**src/rtl/tour_classifier.sv**
```systemverilog
module tour_classifier #(
  parameter int LINES  = 8,
  parameter int WORDS  = 4,
  parameter int ADDR_W = 16,
  parameter int CNT_W  = 32,
  localparam int IDX_W = $clog2(LINES),
  localparam int OFF_W = $clog2(WORDS)
) (
  input  logic              clk,
  input  logic              rst_n,
  input  logic              acc_valid,
  input  logic [ADDR_W-1:0] acc_addr,
  input  logic              acc_fill,
  input  logic              flush,
  output logic              cls_valid,
  output logic [1:0]        cls_class,
  output logic [1:0]        cls_hint,
  output logic [IDX_W-1:0]  cls_line,
  output logic [CNT_W-1:0]  cnt_ts,
  output logic [CNT_W-1:0]  cnt_tns,
  output logic [CNT_W-1:0]  cnt_nts,
  output logic [CNT_W-1:0]  cnt_ntns
);

  logic [WORDS-1:0] bmap [LINES];
  logic [LINES-1:0] rep, vld;
  logic             fl_act;
  logic [IDX_W-1:0] fl_idx;
  logic [CNT_W-1:0] cnt [4];

  wire [OFF_W-1:0] off    = acc_addr[OFF_W-1:0];
  wire [IDX_W-1:0] idx    = acc_addr[OFF_W +: IDX_W];
  wire [WORDS-1:0] touch  = {{(WORDS-1){1'b0}}, 1'b1} << off;
  wire             acc_ok = acc_valid && !fl_act && !flush;
  wire [IDX_W-1:0] ev_line = fl_act ? fl_idx : idx;
  wire [WORDS-1:0] ev_bm   = bmap[ev_line];

  assign cls_valid = fl_act ? vld[fl_idx] : (acc_ok && acc_fill && vld[idx]);
  assign cls_line  = ev_line;
  assign cls_class = {rep[ev_line], (ev_bm & (ev_bm - WORDS'(1))) != '0};

  always_comb begin
    case (cls_class)
      2'b11:   cls_hint = 2'b00;
      2'b10:   cls_hint = 2'b01;
      2'b01:   cls_hint = 2'b10;
      default: cls_hint = 2'b11;
    endcase
  end

  always_ff @(posedge clk) begin
    if (!rst_n) begin
      vld    <= '0;
      rep    <= '0;
      fl_act <= 1'b0;
      fl_idx <= '0;
      for (int i = 0; i < LINES; i++) bmap[i] <= '0;
    end else if (fl_act) begin
      vld[fl_idx]  <= 1'b0;
      rep[fl_idx]  <= 1'b0;
      bmap[fl_idx] <= '0;
      fl_idx       <= fl_idx + IDX_W'(1);
      if (fl_idx == IDX_W'(LINES - 1)) fl_act <= 1'b0;
    end else if (flush) begin
      fl_act <= 1'b1;
      fl_idx <= '0;
    end else if (acc_ok) begin
      if (acc_fill) begin
        vld[idx]  <= 1'b1;
        rep[idx]  <= 1'b0;
        bmap[idx] <= touch;
      end else if (vld[idx]) begin
        rep[idx]  <= rep[idx] | (|(bmap[idx] & touch));
        bmap[idx] <= bmap[idx] | touch;
      end
    end
  end

  for (genvar g = 0; g < 4; g++) begin : g_cnt
    always_ff @(posedge clk) begin
      if (!rst_n) cnt[g] <= '0;
      else if (cls_valid && cls_class == 2'(g) && cnt[g] != '1)
        cnt[g] <= cnt[g] + CNT_W'(1);
    end
  end

  assign cnt_ts   = cnt[3];
  assign cnt_tns  = cnt[2];
  assign cnt_nts  = cnt[1];
  assign cnt_ntns = cnt[0];


  event_source_chk: assert property (@(posedge clk) disable iff (!rst_n)
    cls_valid |-> (fl_act || (acc_valid && acc_fill)));


  ts_step_chk: assert property (@(posedge clk) disable iff (!rst_n)
    (cls_valid && cls_class == 2'b11 && cnt_ts != '1) |=> cnt_ts == $past(cnt_ts) + CNT_W'(1));


  quiet_counts_chk: assert property (@(posedge clk) disable iff (!rst_n)
    !cls_valid |=> ($stable(cnt_ts) && $stable(cnt_tns) && $stable(cnt_nts) && $stable(cnt_ntns)));


  ntns_hold_chk: assert property (@(posedge clk) disable iff (!rst_n)
    cnt_ntns == '1 |=> cnt_ntns == '1);


  flush_clear_chk: assert property (@(posedge clk) disable iff (!rst_n)
    $fell(fl_act) |-> vld == '0);


  fill_touch_chk: assert property (@(posedge clk) disable iff (!rst_n)
    (acc_ok && acc_fill) |=> (vld[$past(idx)] && !rep[$past(idx)]));

endmodule

```
**config.mk**
```make
export PLATFORM = sky130hd
export DESIGN_NAME = tour_classifier
export DESIGN_NICKNAME = d
export VERILOG_FILES = /design/src/rtl/tour_classifier.sv
export SDC_FILE = /design/constraint.sdc
export NUM_CORES = 1
export LEC_CHECK = 0
export BUFFER_PORTS_ARGS = -buffer_cell sky130_fd_sc_hd__buf_4
export CORE_AREA = 2 2 131 145
export DETAILED_ROUTE_END_ITERATION = 6
export DIE_AREA = 0 0 133 147
export PLACE_DENSITY = 0.8
export SLEW_MARGIN = 10
export SYNTH_ARGS = -nofsm -noshare
export SYNTH_HDL_FRONTEND = slang
export SYNTH_SLANG_ARGS = --single-unit
```
**constraint.sdc**
```tcl
create_clock -name clk -period 6.6 [get_ports clk]
set_input_delay 0 -clock clk [delete_from_list [all_inputs] [get_ports clk]]
set_output_delay 0 -clock clk [all_outputs]
set_load 0.02 [all_outputs]
```
==> impl_metrics.json, run 1 <==
{
  "fmax_mhz": 229,
  "setup_slack_ns": 2.24,
  "core_area_mm2": 0.0182,
  "wirelength_um": 24400,
  "synth_top_area_cell": "edfxtp_1",
  "max-slew-margin-rel_pct": 29.8,
  "clock_skew_ns": 0.0133,
  "hold_depth": 3,
  "rr_worst_depth": 10,
  "tightest_slew_ns": 1.05,
  "cts_setup_buffers": 0,
  "ir_drop_v": 0.000180,
  "status": "completed",
  "finalCritPeriodShare_pct": 66.1,
  "max-clock-path-buffers": 2,
  "synthesis.area_mm2": 0.0103,
  "root_buffer": "clkbuf_16",
  "grt_start_max_net_pins": 42,
  "cp-start-kind": "flip-flop",
  "syn_to_final_growth_pct": 18.0,
  "globalplace.congestion": 0.949,
  "grt_use_total_pct": 25.0,
  "clk_pin_slew_ns": 0.07,
  "finalPower_mw": 2.66,
  "crit_chain": "mux2i_1, inv_1, nand2_1, o22ai_1, a31oi_1, o211a_1, or2_2, buf_4, o21ai_2, buf_4",
  "yosysWarnings": 0,
  "numCtsBuffers": 17,
  "syn_area_per_cell_um2": 10.0,
  "ys_top_cells_by_area": "edfxtp_1 (47%), xor2_1 (6.6%), nor2_1 (6.0%)",
  "critical_path_class": "flip-flop to flip-flop",
  "place_hpwl_um": 16800,
  "setup_tns_ns": 0,
  "hold_violations": 0,
  "cp_max_fo": 35,
  "die_w_um": 133,
  "syn-num-nets": 1057,
  "via_per_inst": 5.97,
  "design.die.area_mm2": 0.0196,
  "grt_antenna_before_repair": 0,
  "num_io_pins": 157,
  "cpMostUsedCell": "buf_4",
  "p_leak_nw": 4.31,
  "synth-edff-count": 160,
  "crit_arrival_ns": 4.45,
  "grt_pass1_wl_um": 39500,
  "cts_tree": "built",
  "end_kind": "flip-flop",
  "io_buffers": 145,
  "netlist.area_leader.share_pct": 46.5,
  "cts_sinks": 180,
  "synth_cell_type_count": 63,
  "cts_max_level": 4,
  "maxCapViolations": 0,
  "slowest_stage": "dfxtp_1",
  "wl_per_cell_um": 17.2,
  "ys_ff_latch": 180,
  "period_minus_slack_ns": 4.36,
  "post-place-ws_ns": 2.38,
  "async_reset_ff_share_pct": 0,
  "grt_setup_unrepaired": "false",
  "start_util_pct": 56.9,
  "rows": 52,
  "die_h_um": 147,
  "antenna_cells": 0,
  "drv_slew": 0,
  "critPathMaxStageDelay_ns": 0.93,
  "syn_inst": 1030,
  "drt_iter0_drc": 955,
  "cp.required_ns": 6.69,
  "grt_pass1_vias": 7733,
  "worst_hold_path_type": "input pin to flip-flop",
  "ant_nets": 0,
  "clk_latency_ns": 0.44,
  "setup-violations-final": 0,
  "vias": 8464,
  "hold_ws_ns": 0.0281,
  "firstDrtPassIters": 6,
  "nets": 1189,
  "synth-seq-area-share_pct": 50.4,
  "synth_ff_type": "edfxtp_1",
  "drive_above_1_share_pct": 18.1,
  "power.density_mw_per_mm2": 218,
  "grt_remaining_overflow": 0,
  "remaining_drc_errors": 0
}
[through the flow]
| step | cells | utilization, % | instance area [um^2] |
|---|---|---|---|
| floorplan | 1030 | - | 10300 |
| global placement | 1384 | 63.8 | 11600 |
| detailed placement | 1384 | 63.8 | 11600 |
| CTS | 1418 | 67.1 | 12200 |
| global route | 1418 | 67.1 | 12200 |
| finish | 1418 | 67.1 | 12200 |
[cells in the final DEF (no fill, tap or decap), types with 7 or more instances in the layout]
master     synthesis  routed
nor2_1           164     164
edfxtp_1         160     160
buf_4              1     156
nand2_1           88      88
nor3_1            83      83
xor2_1            78      78
nand3_1           67      67
xnor2_1           42      42
and3_1            21      21
dfxtp_1           20      20
inv_1             18      18
a21oi_1           18      18
mux2i_1           17      17
nand4_1           17      17
clkbuf_16          0      17
o21ai_0           18      16
nor2b_1           16      16
o211ai_1          13      13
and4_1            13      13
nand2b_1          11      11
a31oi_1           10      10
mux4_2             9       9
and2_1             7       7
o21ai_1            7       7
[per-layer routing]
layer | part of all wire (%) | up-vias | wire [um] | global-route usage [%]
li1 | - | 4016 | - | -
met1 | 43 | 4048 | 10400 | 34.6
met2 | 48 | 345 | 11800 | 40.1
met3 | 6.6 | 55 | 1620 | 4.14
met4 | 2.4 | 0 | 590 | 8.87
met5 | 0 | - | 0 | 0
[final timing paths]
path	from	endpoint	slack [ns]
min reg2reg	vld[3]	vld[3]	0.51
max reg2reg	fl_idx[0]	cnt[1][14]	2.24
min	rst_n	fl_act	0.03
max	fl_idx[0]	cnt[1][14]	2.24
[critical path: cells and delay by family, from the launching register on]
| family | cells | cell delay (ns) |
|---|---|---|
| DFF | 1 | 0.93 |
| and+or+nand+nor | 2 | 0.76 |
| buffers and inverters | 3 | 1.05 |
| AOI/OAI and AO/OA | 4 | 0.79 |
| muxes | 1 | 0.44 |
[cells by family after synthesis]
kind of cell,share of synthesized area (%)
AND/OR/NAND/NOR,23.3
flip-flops,50.4
AO/OA/AOI/OAI,8.20
XOR/XNOR,10.2
buffers and inverters,2.77
multiplexers,4.40
adder cells (fa/ha/maj),0.727
[registers in the layout (all words and copies together) (netlist names)]
register  count
bmap         32
vld           8
fl_idx        3
rep           8
fl_act        1
cnt         128
[cell type report]
cell class | count | area [um^2]
repair buffers | 158 | 1190
fillers | 1396 | 5960
multi-input cells | 787 | 4840
inverters | 18 | 67.6
well taps | 243 | 304
clock inverters | 13 | 145
flip-flops and latches | 180 | 5200
clock buffers | 19 | 433
[what timing repair did]
action	in CTS	in global routing
endpoints found under the hold margin	6	0
hold buffers	2	0
endpoints found under the setup margin	0	0
resized for setup	0	0
[cells in the mapped netlist, types with 3 or more instances]
master and number:
a21boi_0 5, a21oi_1 18, a22oi_1 6, a31o_2 5, a31oi_1 10, and2_1 7, and3_1 21, and4_1 13
buf_2 19, buf_6 3, clkbuf_1 21, dfxtp_1 20, edfxtp_1 160, ha_1 6, inv_1 18, mux2_2 5
mux2i_1 17, mux4_2 9, nand2_1 88, nand2b_1 11, nand3_1 67, nand4_1 17, nor2_1 164, nor2b_1 16
nor3_1 83, nor3b_1 5, nor4_1 4, o211a_1 5, o211ai_1 13, o21a_1 3, o21ai_0 18, o21ai_1 7
o22a_1 5, o22ai_1 5, o31ai_1 3, xnor2_1 42, xor2_1 78
[report_power, final]
group / leakage (nW) / switching, mW / internal, mW
clock network: 0.276 / 0.474 / 0.536
logic: 2.22 / 0.205 / 0.115
registers: 1.82 / 0.0499 / 1.28
total: 4.31 / 0.729 / 1.93
Note: power is estimated with default switching activity, not from simulation.
==> inputs of run 2 (changes only) <==
Clock period 6.6 ns to 4.25 ns, I/O delays scaled along.
==> impl_metrics.json, run 2 (synthesis gave the netlist of run 1 again) <==
{
  "cts_max_level": 4,
  "clk_latency_ns": 0.43,
  "ir_drop_v": 0.000269,
  "cts_tree": "built",
  "cp.required_ns": 4.25,
  "hold_buffers": 2,
  "clk_pin_slew_ns": 0.07,
  "grt_start_max_net_pins": 52,
  "cts_sinks": 180,
  "clock_skew_ns": 0.0110,
  "critical_path_class": "flip-flop to output port",
  "globalplace.congestion": 0.884,
  "core_area_mm2": 0.0182,
  "largest_reg_flops": 128,
  "nets": 1192,
  "cpMostUsedCell": "buf_4",
  "period_minus_slack_ns": 3.81,
  "wl_met2_um": 12000,
  "die_h_um": 147,
  "cpLargestDelayFamily": "buffers and inverters",
  "hold_violations": 0,
  "place_hpwl_um": 17400,
  "crit_arrival_ns": 3.81,
  "wl_per_cell_um": 17.6,
  "p_leak_nw": 4.33,
  "crit_chain": "mux2i_1, buf_4, mux2i_1, o22ai_1, a31oi_1, o211a_1, or2_2, buf_4, inv_1, buf_4",
  "grt_antenna_before_repair": 0,
  "reg_top3": "cnt: 128 flops, bmap: 32 flops",
  "end_kind": "output port",
  "drv_slew": 0,
  "setup_tns_ns": 0,
  "cts_setup_buffers": 0,
  "grt_pass1_vias": 7973,
  "maxCapViolations": 0,
  "ant_nets": 0,
  "most-common-layout-cells": "nor2_1 (164), edfxtp_1 (160), buf_4 (159), nand2_1 (88), nor3_1 (83)",
  "numCtsBuffers": 17,
  "tightest_slew_ns": 0.865,
  "grt_setup_unrepaired": "false",
  "drt_iter0_drc": 796,
  "fmax_mhz": 262,
  "status": "completed",
  "top_layer": "met4",
  "largest-register": "cnt",
  "setup_slack_ns": 0.438,
  "cp_max_fo": 51,
  "firstDrtPassIters": 5,
  "rows": 52,
  "grt_use_total_pct": 25.6,
  "power.density_mw_per_mm2": 339,
  "post-place-ws_ns": 0.751,
  "critPathBufInv": 4,
  "io_buffers": 145,
  "finalCritPeriodShare_pct": 89.7,
  "vias": 8473,
  "wl_met3_um": 1650,
  "max-clock-path-buffers": 2,
  "cp-start-kind": "flip-flop",
  "die_w_um": 133,
  "setup-violations-final": 0,
  "m1WireLength_um": 10400,
  "grt_pass1_wl_um": 40300,
  "max-slew-margin-rel_pct": 42.4,
  "antenna_cells": 0,
  "grt_remaining_overflow": 0,
  "critPathMaxStageDelay_ns": 0.55,
  "mostFrequentLayoutCell": "nor2_1",
  "syn_to_final_growth_pct": 18.3,
  "slowest_stage": "dfxtp_1",
  "remaining_drc_errors": 0,
  "wirelength_um": 25000,
  "start_util_pct": 56.9,
  "design.die.area_mm2": 0.0196,
  "via_per_inst": 5.96,
  "num_io_pins": 157,
  "cts-resized-gates": 0,
  "drive_above_1_share_pct": 18.4,
  "root_buffer": "clkbuf_16",
  "worst_hold_path_type": "input pin to flip-flop"
}
[run 2: cell count changes in the layout (fill, tap and decap cells not counted), sizes merged]
| cell | previous run | this run |
|---|---|---|
| inv | 24 | 22 |
| clkinv | 4 | 5 |
| buf | 156 | 159 |
| bufinv | 1 | 2 |
[run 2: worst paths after layout]
check        startpoint           end  slack (ns)  cells after the start
max              fl_act  cls_class[0]        0.44                     10
min               rst_n        fl_act        0.04                      3
max reg2reg      fl_act     cnt[1][3]        0.70                      9
min reg2reg      vld[1]        vld[1]        0.50                      2
[run 2: stage by stage]
stage	total power [mW]	hold slack (ns)	instances	instance area, um^2	util, %
after floorplan	2.42	0.140	1030	10300	-
after global placement	2.59	0.356	1387	11600	64.0
after detailed placement	2.60	0.337	1387	11600	64.0
after CTS	4.16	0.0193	1421	12200	67.3
after global routing	4.28	0.0515	1421	12200	67.3
final	4.14	0.0390	1421	12200	67.3
[run 2: layer usage]
layer | vias to the layer above | global-route usage (%)
li1 | 4022 | -
met1 | 4008 | 33.4
met2 | 372 | 42.2
met3 | 71 | 4.07
met4 | 0 | 11.9
met5 | - | 0
[run 2: worst register-to-register path: cells and delay by family, from the launching register on]
kind / cells / cell delay (ns)
flops: 1 / 0.55
simple gates: 2 / 0.59
buf+inv: 2 / 0.81
mux: 2 / 0.65
compound gates: 3 / 0.68
[run 2: where the power goes]
| group | total [mW] | switching, mW | internal [mW] | leakage (nW) |
|---|---|---|---|---|
| combinational | 0.504 | 0.323 | 0.181 | 2.23 |
| clock | 1.57 | 0.697 | 0.875 | 0.279 |
| sequential | 2.06 | 0.0781 | 1.99 | 1.82 |
| total | 4.14 | 1.10 | 3.04 | 4.33 |
[run 2: final cells by class]
| class | instances | area, um^2 |
|---|---|---|
| clock buffer | 19 | 433 |
| inverter | 18 | 67.6 |
| tap | 243 | 304 |
| timing repair buffer | 161 | 1210 |
| clock inverter | 13 | 146 |
| multi-input combinational | 787 | 4840 |
| fill | 1444 | 5940 |
| sequential | 180 | 5200 |
==> inputs of run 3 (changes only) <==
Settings changed: REMOVE_ABC_BUFFERS set to 1.
==> impl_metrics.json, run 3 (synthesis gave the netlist of run 1 again) <==
{
  "core_area_mm2": 0.0182,
  "cts_setup_buffers": 0,
  "syn_to_final_growth_pct": 18.1,
  "period_minus_slack_ns": 3.76,
  "maxCapViolations": 0,
  "finalPower_mw": 4.09,
  "cp_max_fo": 42,
  "die_w_um": 133,
  "firstDrtPassIters": 5,
  "grt_start_max_net_pins": 43,
  "end_kind": "output port",
  "mostFrequentLayoutCell": "nor2_1",
  "p_clk_share_pct": 37.1,
  "ant_nets": 0,
  "cts_sinks": 180,
  "p_seq_share_pct": 50.5,
  "wirelength_um": 24700,
  "instances_no_fill": 1421,
  "cts_max_level": 4,
  "switching_share_pct": 27.9,
  "grt_pass1_vias": 7974,
  "remaining_drc_errors": 0,
  "max-clock-path-buffers": 2,
  "hold_violations": 0,
  "largest_reg_flops": 128,
  "switchingPower_mw": 1.14,
  "nets": 1192,
  "fmax_mhz": 266,
  "clk_pin_slew_ns": 0.07,
  "io_buffers": 145,
  "globalplace.congestion": 0.912,
  "critical_path_class": "flip-flop to output port",
  "p_int_mw": 2.95,
  "grt_use_total_pct": 25.6,
  "most-common-layout-cells": "nor2_1 (164), edfxtp_1 (160), buf_4 (159), nand2_1 (88), nor3_1 (83)",
  "grt_pass1_wl_um": 40300,
  "p_comb_share_pct": 12.4,
  "clk_latency_ns": 0.44,
  "finalCritPeriodShare_pct": 88.6,
  "grt_antenna_before_repair": 0,
  "p_leak_nw": 4.32,
  "placed_cells": 1387,
  "root_buffer": "clkbuf_16",
  "start_util_pct": 56.9,
  "place_hpwl_um": 17300,
  "tightest_slew_ns": 0.930,
  "worst_hold_path_type": "input pin to flip-flop",
  "ir_drop_v": 0.000303,
  "largest-register": "cnt",
  "setup-violations-final": 0,
  "rows": 52,
  "crit_arrival_ns": 3.76,
  "drive_above_1_share_pct": 18.5,
  "grt_remaining_overflow": 0,
  "reg_top3": "cnt: 128 flops, bmap: 32 flops",
  "design.die.area_mm2": 0.0196,
  "drt_iter0_drc": 1198,
  "cp.required_ns": 4.25,
  "wl_per_cell_um": 17.4,
  "status": "completed",
  "power.density_mw_per_mm2": 335,
  "max-slew-margin-rel_pct": 38.0,
  "numCtsBuffers": 17,
  "grt_setup_unrepaired": "false",
  "cp-start-kind": "flip-flop",
  "hold_ws_ns": 0.0107,
  "antenna_cells": 0,
  "num_io_pins": 157,
  "drv_slew": 0,
  "cts_tree": "built",
  "die_h_um": 147,
  "vias": 8499,
  "via_per_inst": 5.98,
  "clock_skew_ns": 0.0155
}
[run 3: cell types whose count changed in the layout (fill, tap and decap cells not counted), sizes merged]
| cell | change |
|---|---|
| bufinv | -2 |
| clkbuf | -2 |
| clkinv | -2 |
| clkinvlp | -1 |
| inv | +7 |
[run 3: routing by layer]
metal  part of all wire (%)  up-vias  GRT usage, %
li1                       -     4024             -
met3                    6.7       42          4.14
met5                      0        -             0
met2                     50      362          43.3
met4                    1.8        0          7.58
met1                     41     4071          34.3
[run 3: worst paths after layout]
| kind | startpoint | to | slack, ns | depth (start not counted) |
|---|---|---|---|---|
| worst min-delay path | rst_n | fl_act | 0.01 | 3 |
| worst min register to register | vld[3] | vld[3] | 0.51 | 2 |
| worst max register to register | fl_act | cnt[3][3] | 0.76 | 9 |
| worst max-delay path | fl_act | cls_class[0] | 0.49 | 10 |
[run 3: repair_timing]
action | 4_1_cts | 5_1_grt
gates resized for setup | 0 | 0
hold buffers | 2 | 0
hold endpoints to repair | 6 | 0
[run 3: stage by stage]
step                setup TNS (ns)  util [%]  setup WS (ns)  instance area [um^2]
global route                     0      67.2          0.239                 12200
finish                           0      67.2          0.487                 12200
global placement                 0      64.0           1.03                 11600
floorplan                  -143.05         -          -2.07                 10100
CTS                              0      67.2          0.557                 12200
detailed placement               0      64.0          0.909                 11600
[run 3: final cells by class]
| class | count | area (um^2) |
|---|---|---|
| clock buffer | 17 | 425 |
| clock inverter | 15 | 135 |
| fill | 1425 | 5960 |
| inverter | 18 | 67.6 |
| multi-input combinational | 787 | 4840 |
| sequential | 180 | 5200 |
| tap | 243 | 304 |
| timing repair buffer | 161 | 1210 |
[run 3: worst max-delay path, stage by stage (launching register included)]
cell	delay, ns
dfxtp_1	0.54
mux2i_1	0.71
inv_1	0.33
nand2_1	0.22
o22ai_1	0.13
a31oi_1	0.24
o211a_1	0.29
or2_2	0.20
buf_4	0.40
inv_1	0.07
buf_4	0.17
[run 3: power groups by stage]
stage | registers [mW] | logic [mW] | clock network (mW)
5_1_grt | 2.07 | 0.543 | 1.60
3_3_place_gp | 2.10 | 0.493 | 0
6_report | 2.06 | 0.507 | 1.52
4_1_cts | 2.06 | 0.506 | 1.53
2_1_floorplan | 2.15 | 0.231 | 0
3_5_place_dp | 2.10 | 0.501 | 0
